### config.mk
export PLATFORM = sky130hd
export DESIGN_NAME = grp_pc
export DESIGN_NICKNAME = d
export VERILOG_FILES = /design/src/rtl/grp_pc.sv
export SDC_FILE = /design/constraint.sdc
export NUM_CORES = 1
export LEC_CHECK = 0
export BUFFER_PORTS_ARGS = -buffer_cell sky130_fd_sc_hd__buf_2
export CAP_MARGIN = 25
export CORE_ASPECT_RATIO = 0.75
export CORE_MARGIN = 8
export CORE_UTILIZATION = 38
export CTS_BUF_LIST = sky130_fd_sc_hd__clkbuf_16
export CTS_CLUSTER_SIZE = 14
export DETAILED_ROUTE_END_ITERATION = 7
export GPL_ROUTABILITY_DRIVEN = 0
export MAX_ROUTING_LAYER = met4
export PLACE_DENSITY = 0.65
export SLEW_MARGIN = 20
export SYNTH_ARGS = -nofsm -noshare
export SYNTH_HDL_FRONTEND = slang
export SYNTH_SLANG_ARGS = --single-unit
export TNS_END_PERCENT = 50
### constraint.sdc
create_clock -name clk -period 1.5 [get_ports clk]
set_input_delay 0.225 -clock clk [delete_from_list [all_inputs] [get_ports clk]]
set_output_delay 0.225 -clock clk [all_outputs]
set_load 0.01 [all_outputs]
### src/rtl/grp_pc.sv
module grp_pc #(
  parameter int ADDR_W = 15,
  parameter int GRP_W  = 3
) (
  input  logic              clk,
  input  logic              rst,
  input  logic              step,
  input  logic              load,
  input  logic [ADDR_W-1:0] load_addr,
  input  logic              clr_mode,
  output logic [ADDR_W-1:0] addr,
  output logic              wrap
);
  localparam int NGRP = (ADDR_W + GRP_W - 1) / GRP_W;

  logic [ADDR_W-1:0] nxt;
  logic [NGRP-1:0]   grp_go;
  logic              all_ones;

  assign all_ones = &addr;

  for (genvar g = 0; g < NGRP; g++) begin : g_grp
    localparam int LO = g * GRP_W;
    localparam int HI = (LO + GRP_W > ADDR_W) ? ADDR_W - 1 : LO + GRP_W - 1;
    localparam int W  = HI - LO + 1;
    if (g == 0) begin : g_first
      assign grp_go[g] = step;
    end else begin : g_rest
      assign grp_go[g] = step & (&addr[LO-1:0]);
    end
    logic [W-1:0] seg;
    assign seg = addr[HI:LO];
    assign nxt[HI:LO] = grp_go[g] ? seg + W'(1) : seg;
  end

  always_ff @(posedge clk) begin
    if (rst) begin
      addr <= '0;
      wrap <= 1'b0;
    end else if (load) begin
      addr <= load_addr;
    end else if (step) begin
      addr <= nxt;
      if (all_ones && clr_mode) wrap <= 1'b1;
    end
  end

  a_r1_reset: assert property (@(posedge clk) rst |=> (addr == '0 && !wrap));
  a_r2_load: assert property (@(posedge clk) disable iff (rst)
    load |=> (addr == $past(load_addr) && wrap == $past(wrap)));
  a_r3_step: assert property (@(posedge clk) disable iff (rst)
    (step && !load) |=> addr == ADDR_W'($past(addr) + 1'b1));
  a_r5_hold: assert property (@(posedge clk) disable iff (rst)
    (!step && !load) |=> ($stable(addr) && $stable(wrap)));
  a_r6_wrap_set: assert property (@(posedge clk) disable iff (rst)
    (step && !load && clr_mode && all_ones) |=> wrap);
  a_r7_wrap_only: assert property (@(posedge clk) disable iff (rst)
    !(step && !load && clr_mode && all_ones) |=> wrap == $past(wrap));
  a_r4_group: assert property (@(posedge clk) disable iff (rst)
    (step && !load && addr[GRP_W-1:0] != {GRP_W{1'b1}}) |=> addr[ADDR_W-1:GRP_W] == $past(addr[ADDR_W-1:GRP_W]));
endmodule

After elaboration in Yosys (flattened, before gate mapping)

Index checks and enable logic that the tools add are counted.

Multiplexer cells: 6
Bitwise logic cells: 5
Add/sub/neg operators: 5
Reduce and logical (&&, ||, !) cells: 16

Operators by type and width:

| operator            | number |
|---|---|
| $mux 15             | 2 |
| $add 3x1->3 const B | 5 |
| $reduce_and 15->1   | 1 |
| $mux 3              | 4 |
| $reduce_and 12->1   | 1 |
| $reduce_bool 2->1   | 5 |
| $reduce_and 9->1    | 1 |
| $reduce_and 2->1    | 4 |
| $reduce_and 3->1    | 2 |
| $reduce_and 6->1    | 1 |
| $and 1x1->1         | 4 |
| $logic_and 1x1->1   | 1 |
| $not 1->1           | 1 |

Bits of input ports: 20
Output and inout port bits: 16
Logic and storage cells: 38
Bits in registers: 16

Logic depth before layout (Yosys ltp)

Gate-level depths: netlist (run 1).

Word-level depth: 5
Depth in mapped cells: 5

Least setup slack after synthesis (run 1)

OpenSTA, ideal clock, no wires.

Path kind: register to register
Start: register addr[0]
End: register addr[12]
Cell stages (with the launch flop): 5
Data required time: 1.409 ns
Buffers on the path: 0
Arrival: 1.480 ns
Slack: -0.070 ns
Setup time: 0.091 ns
Cell sequence: dfxtp_1 ha_1 nand3_4 or4_1 a311oi_1

Longest elaborated chain between the ends: 4

Ends and longest elaborated chain:

| item                               | line | RTL |
|---|---|---|
| start: declaration                 | 11   | `output logic [ADDR_W-1:0] addr,` |
| start signal: assignment           | 41   | `addr <= load_addr;` |
| start signal: assignment           | 43   | `addr <= nxt;` |
| $reduce_and 12->1                  | 29   | `assign grp_go[g] = step & (&addr[LO-1:0]);` |
| $and 1x1->1                        | 29   |  |
| $reduce_bool 2->1 (no source line) | n/a  |  |
| $reduce_and 2->1 (no source line)  | n/a  |  |

No other way between the ends.
A chain may end at the register's enable or synchronous reset.

Final worst setup path (run 1)

Start: register addr[8]
End: register addr[12]

The elaborated chain is that of the path after synthesis.

==> results of run 1 <==
-- cells in the final DEF, fill, tap and decap left out, types with 2 or more instances in the layout --
cell       instances
clkbuf_16          3
dfxtp_2           11
nand4_4            2
xor2_1             3
ha_4               2
o31ai_1            2
mux2_2             2
a311oi_1           7
buf_4             12
nand3_1            2
buf_2             35
or3_1              4
o21ai_0            4
nor4_1             2
nand2_1            9
ha_1               5
a21oi_1            7
dfxtp_1            5
a211oi_1           2
inv_1              9
or4_1              3
nor2_1            10
o31a_1             4
-- synth_stat cells --
| cell type | number | area (um^2) |
|---|---|---|
| a211oi_1 | 2 | 15.0 |
| a21oi_1 | 7 | 35.0 |
| a311oi_1 | 7 | 61.3 |
| buf_2 | 1 | 5.00 |
| buf_4 | 1 | 7.51 |
| clkbuf_1 | 5 | 18.8 |
| dfxtp_1 | 16 | 320 |
| ha_1 | 7 | 87.6 |
| inv_1 | 9 | 33.8 |
| mux2_2 | 2 | 22.5 |
| nand2_1 | 9 | 33.8 |
| nand3_1 | 2 | 10.0 |
| nand3_4 | 1 | 17.5 |
| nand3b_1 | 1 | 7.51 |
| nand4_1 | 1 | 6.26 |
| nand4_2 | 1 | 12.5 |
| nand4_4 | 1 | 21.3 |
| nor2_1 | 10 | 37.5 |
| nor4_1 | 2 | 12.5 |
| o21ai_0 | 4 | 20.0 |
| o311a_1 | 1 | 10.0 |
| o31a_1 | 4 | 35.0 |
| o31ai_1 | 2 | 15.0 |
| or3_1 | 4 | 25.0 |
| or4_1 | 4 | 30.0 |
| xor2_1 | 3 | 26.3 |
-- per-stage QoR --
step	power [mW]	hold WS [ns]
after global placement	0.679	0.430
after detailed placement	0.688	0.440
after global routing	1.29	0.231
after floorplan	0.592	0.370
final	1.23	0.213
after CTS	1.23	0.217
-- power by group --
group / internal [mW] / switching, mW
registers: 0.459 / 0.0348
clock network: 0.354 / 0.181
logic: 0.101 / 0.0985
total: 0.914 / 0.314
-- tightest hold or removal path: stages --
cell and delay (ns):
buf_2 0.10, nand2_1 0.05, a21oi_1 0.05
-- logic make-up after synthesis --
logic type               synth area share (%)
adder cells (fa/ha/maj)                  9.45
XOR/XNOR                                 2.83
AND/OR/NAND/NOR                          23.1
AO/OA/AOI/OAI                            20.6
buffers and inverters                    7.02
multiplexers                             2.43
flip-flops                               34.5
-- per-layer routing --
metal	vias to the layer above	share of wire, %	routed length (um)
li1	489	-	-
met1	436	48	1290
met2	34	45	1220
met3	5	6.6	179
met4	0	0.59	16
met5	-	0	0
-- timing repair --
item,4_1_cts,5_1_grt
resized for setup,1,13
gates cloned,0,1
setup buffers,0,1
endpoints found under the setup margin,1,6
pin swaps,0,3
-- layout make-up --
cell class	count	area, um^2
well taps	34	42.5
multi-input cells	76	592
inverters	9	33.8
fillers	221	962
clock buffers	3	75.1
flip-flops and latches	16	334
repair buffers	47	265
clock inverters	1	3.75
-- flip-flops by register name (all words and copies together), names as in the netlist --
register,count
addr,15
wrap,1
-- worst min path at each step --
| stage | slack (ns) | endpoint | cells after the start |
|---|---|---|---|
| 2_1_floorplan | 0.37 | addr[0] | 2 |
| 3_3_place_gp | 0.43 | wrap | 2 |
| 3_5_place_dp | 0.44 | wrap | 2 |
| 4_1_cts | 0.22 | addr[1] | 3 |
| 5_1_grt | 0.23 | addr[0] | 3 |
| 6_report | 0.21 | addr[0] | 3 |
==> reports/metrics.cfg, run 1 <==
[outcome]
status=complete, no violations

[clocking]
path_clk_slew_ns=0.05
h-tree-depth=1
cts_hold_buf=0
clk_latency_ns=0.25
cts_tree=built
cts_buffers=3
cts.path.max_buffers=2
cts_root_buf=clkbuf_16
cts.sinks=16

[critical_path]
crit_family=simple AND/OR/NAND/NOR gates
path_cells=nand4_1, buf_4, or4_4, a311oi_1
reg2reg_to=addr[12]
startpoint_type=flop
critPathArrivalTime_ns=1.59
crit_path_end=addr[12]
critical_path_class=reg -> reg
crit_path_max_incr_delay_ns=0.43
crit_fanout=7
timing.rr.start=addr[8]
slowest_stage=dfxtp_1
cp_num_buf_inv=1
rrSetupSlack_ns=0.07
critical_path_required_ns=1.66
startpoint=addr[8]
rr_worst_depth=4
cp.depth=4
worstSetupEndpointType=flop

[flow_run]
drv_cap=0

[timing]
fin_skew_ns=0.00428
max_clock_freq_ghz=0.698
fin_crit_sh_pct=95.5
tightestPinTransition_ns=0.322
setup_viol=0
period_needed_ns=1.43
finalWorstSetupSlack_ns=0.0668
final_hold_viol_count=0
maxSlewViolCount=0
slew_headroom_pct=78.6
fin_tns_setup_ns=0

[power_and_ir_drop]
vdd_drop_max_v=0.000693
p_per_area_mw_per_mm2=912
power.leakage_nw=0.610

[synthesis]
synth_area_per_cell_um2=8.66
ys_ff_latch=16
yosysWarnings=0
synth.distinct_cells=26
synth_area_um2=927
synth_cells=107
ys_seq_area_share_pct=34.5
syn_nets=134

[drt]
wire_per_inst_um=14.5
drc_errors=0
dr.pass1.iters=4
viasPerCell=5.18
wl_um=2700
ant_nets=0
drt-initial-drc-count=56
vias=964

[place]
place_inst=180
numPortBuffers=35
post-place-ws_ns=-0.00751
post_dp_cell_area_mm2=0.00121
hpwl_um=1960

[global_routing]
grt_pass1_wl_um=4330
gr-usage-met2_pct=20.1
first_global_vias=960
top_usage_layer=met2
use_met3_pct=4.75
use_met1_pct=15.4
grt_overflow=0
antenna_found_initial=0
grt_max_degree=17
grt_use_total_pct=12.9

[die]
fp-row-count=15
dieArea_mm2=0.00429
start_util_pct=40.2
pin_count=36
die_height_um=58.8
die_width_um=73.0
core_mm2=0.00231

[layout]
layout.cells.non_filler=186
nNetsFinal=180
syn_to_final_growth_pct=45.2
final_util_pct=58.3
drive_gt1_share_pct=46.1
final_area_mm2=0.00135
antenna_cells=0

[min_path]
hold_start=load_addr[0]
hold_path_class=in -> reg

(Power assumes the default switching activity.)
==> run 2, diff against run 1 <==
--- a/config.mk
+++ b/config.mk
@@ -15,7 +15,7 @@
 export DETAILED_ROUTE_END_ITERATION = 7
 export GPL_ROUTABILITY_DRIVEN = 0
 export MAX_ROUTING_LAYER = met4
-export PLACE_DENSITY = 0.65
+export PLACE_DENSITY = 0.63
 export SLEW_MARGIN = 20
 export SYNTH_ARGS = -nofsm -noshare
 export SYNTH_HDL_FRONTEND = slang
==> constraint.sdc (replaced) <==
create_clock -name clk -period 1.74 [get_ports clk]
set_input_delay 0.261 -clock clk [delete_from_list [all_inputs] [get_ports clk]]
set_output_delay 0.261 -clock clk [all_outputs]
set_load 0.01 [all_outputs]
==> run 2 against run 1 <==
  * Power down 18%
  * Clock power down 17%
  * Fmax down 9.6%
  * Wire length down 13%
  * Non-clock buffer count down 11
  * Critical path type unchanged
==> reports/metrics.cfg, run 2 (synthesis results as in run 1) <==
[timing]
tightestPinTransition_ns=0.329  ; was 0.322 ns
maxSlewViolCount=0  ; unchanged
fin_crit_sh_pct=91.1  ; was 95.5%
period_needed_ns=1.59  ; was 1.43 ns
slew_headroom_pct=78.1  ; was 78.6%
max_clock_freq_ghz=0.631  ; was 0.698 GHz
fin_tns_setup_ns=0  ; unchanged
final_hold_viol_count=0  ; unchanged
fin_skew_ns=0.00321  ; was 0.00428 ns
rsz0062_at_grt=no
setup_viol=0  ; unchanged

[place]
numPortBuffers=35  ; unchanged
hpwl_um=1750  ; was 1960 um
post_dp_cell_area_mm2=0.00112  ; was 0.00121 mm^2

[global_routing]
grt_pass1_wl_um=3860  ; was 4330 um
grt_overflow=0  ; unchanged
antenna_found_initial=0  ; unchanged
grt_max_degree=20  ; was 17
grt_use_total_pct=11.5  ; was 12.9%
first_global_vias=850  ; was 960

[layout]
num-fill-cells=227  ; was 221
antenna_cells=0  ; unchanged
nNetsFinal=168  ; was 180
mostFrequentLayoutCell=buf_2  ; unchanged
final_area_mm2=0.00120  ; was 0.00135 mm^2
largest_register_ffs=15  ; unchanged
layout.cells.most_common_list=buf_2 (35), dfxtp_1 (16), nor2_1 (10), inv_1 (9), nand2_1 (9)  ; was buf_2 (35), buf_4 (12), dfxtp_2 (11), nor2_1 (10)
reg_top3=addr x15, wrap x1  ; unchanged
largest_register=addr  ; unchanged
syn_to_final_growth_pct=29.3  ; was 45.2%
drive_gt1_share_pct=32.4  ; was 46.1%

[power_and_ir_drop]
vdd_drop_max_v=0.000562  ; was 0.000693 V
p_per_area_mw_per_mm2=839  ; was 912 mW/mm^2
total_power_mw=1.01  ; was 1.23 mW
power.leakage_nw=0.538  ; was 0.610 nW

[critical_path]
slowest_stage=or4_1  ; was dfxtp_1
startpoint_type=flop  ; unchanged
path_cells=ha_2, nand3_4, or4_1, a311oi_1  ; was nand4_1, buf_4, or4_4, a311oi_1
worstSetupEndpointType=flop  ; unchanged
cp_num_buf_inv=0  ; was 1
critical_path_required_ns=1.90  ; was 1.66 ns
crit_family=simple AND/OR/NAND/NOR gates  ; unchanged
crit_path_max_incr_delay_ns=0.48  ; was 0.43 ns
critPathArrivalTime_ns=1.74  ; was 1.59 ns
critical_path_class=reg -> reg  ; unchanged
crit_fanout=9  ; was 7

[drt]
wl_um=2360  ; was 2700 um
drt-initial-drc-count=28  ; was 56
viasPerCell=4.93  ; was 5.18
drc_errors=0  ; unchanged
wire_per_inst_um=13.7  ; was 14.5 um
ant_nets=0  ; unchanged
dr.pass1.iters=6  ; was 4
vias=853  ; was 964

[clocking]
cts.sinks=16  ; unchanged
cts.path.max_buffers=2  ; unchanged
cts_root_buf=clkbuf_16  ; unchanged
path_clk_slew_ns=0.05  ; about the same
cts_tree=built  ; unchanged
cts_hold_buf=0  ; unchanged
clk_latency_ns=0.24  ; was 0.25 ns
h-tree-depth=1  ; unchanged
cts_buffers=3  ; unchanged

[die]
dieArea_mm2=0.00429  ; unchanged
core_mm2=0.00231  ; unchanged
fp-row-count=15  ; unchanged
die_height_um=58.8  ; unchanged
die_width_um=73.0  ; unchanged
start_util_pct=40.2  ; unchanged
pin_count=36  ; unchanged

[min_path]
hold_path_class=in -> reg  ; unchanged

[flow_run]
drv_cap=0  ; unchanged

[outcome]
status=complete, no violations  ; unchanged

[run 2: cell types whose count changed in the layout (fill, tap and decap cells not counted)]
cell,previous run,this run
ha_2,0,1
nand4_4,2,1
buf_4,12,1
dfxtp_1,5,16
dfxtp_2,11,0
ha_4,2,0
ha_1,5,6
clkinv_1,1,0
or4_1,3,4
or4_4,1,0
[run 2: per-stage QoR]
stage | hold slack [ns] | utilization [%] | std cells | setup WS, ns
finish | 0.257 | 51.9 | 173 | 0.154
global route | 0.274 | 51.9 | 173 | 0.0489
CTS | 0.256 | 51.8 | 173 | 0.105
detailed placement | 0.438 | 48.6 | 170 | 0.107
global placement | 0.430 | 48.6 | 170 | 0.174
floorplan | 0.406 | - | 107 | 0.170
[run 2: final cells by class]
cell class	count	area, um^2	area share [%]
timing repair buffer	36	183	15.2
inverter	9	33.8	2.82
sequential	16	320	26.7
multi-input combinational	75	544	45.4
tap	34	42.5	3.55
clock buffer	3	75.1	6.26
[run 2: per-layer routing]
layer | vias up | wire length [um] | global-route usage [%]
li1 | 460 | - | -
met5 | - | 0 | -
met3 | 2 | 146 | 4.41
met1 | 368 | 1210 | 13.9
met2 | 23 | 996 | 17.7
met4 | 0 | 9 | 2.56
[run 2: path summary, 6_finish.rpt]
check	slack (ns)	start	depth (start not counted)	to
max	0.15	addr[0]	4	addr[12]
min	0.26	load_addr[0]	3	addr[0]
max reg2reg	0.15	addr[0]	4	addr[12]
min reg2reg	0.44	wrap	2	wrap
[run 2: what timing repair did]
item,4_1_cts,5_1_grt
endpoints found under the setup margin,0,2
hold endpoints to repair,0,0
resized for setup,0,1
buffers inserted,0,0
[run 2: where the power goes]
part,switching (mW),leakage (nW),internal (mW)
sequential,0.0261,0.133,0.392
clock,0.142,0.0370,0.302
combinational,0.0757,0.368,0.0687
total,0.244,0.538,0.762
[run 2: worst min-delay path, cell delays in order]
cell and delay (ns):
buf_2 0.09, nand2_1 0.05, a21oi_1 0.05
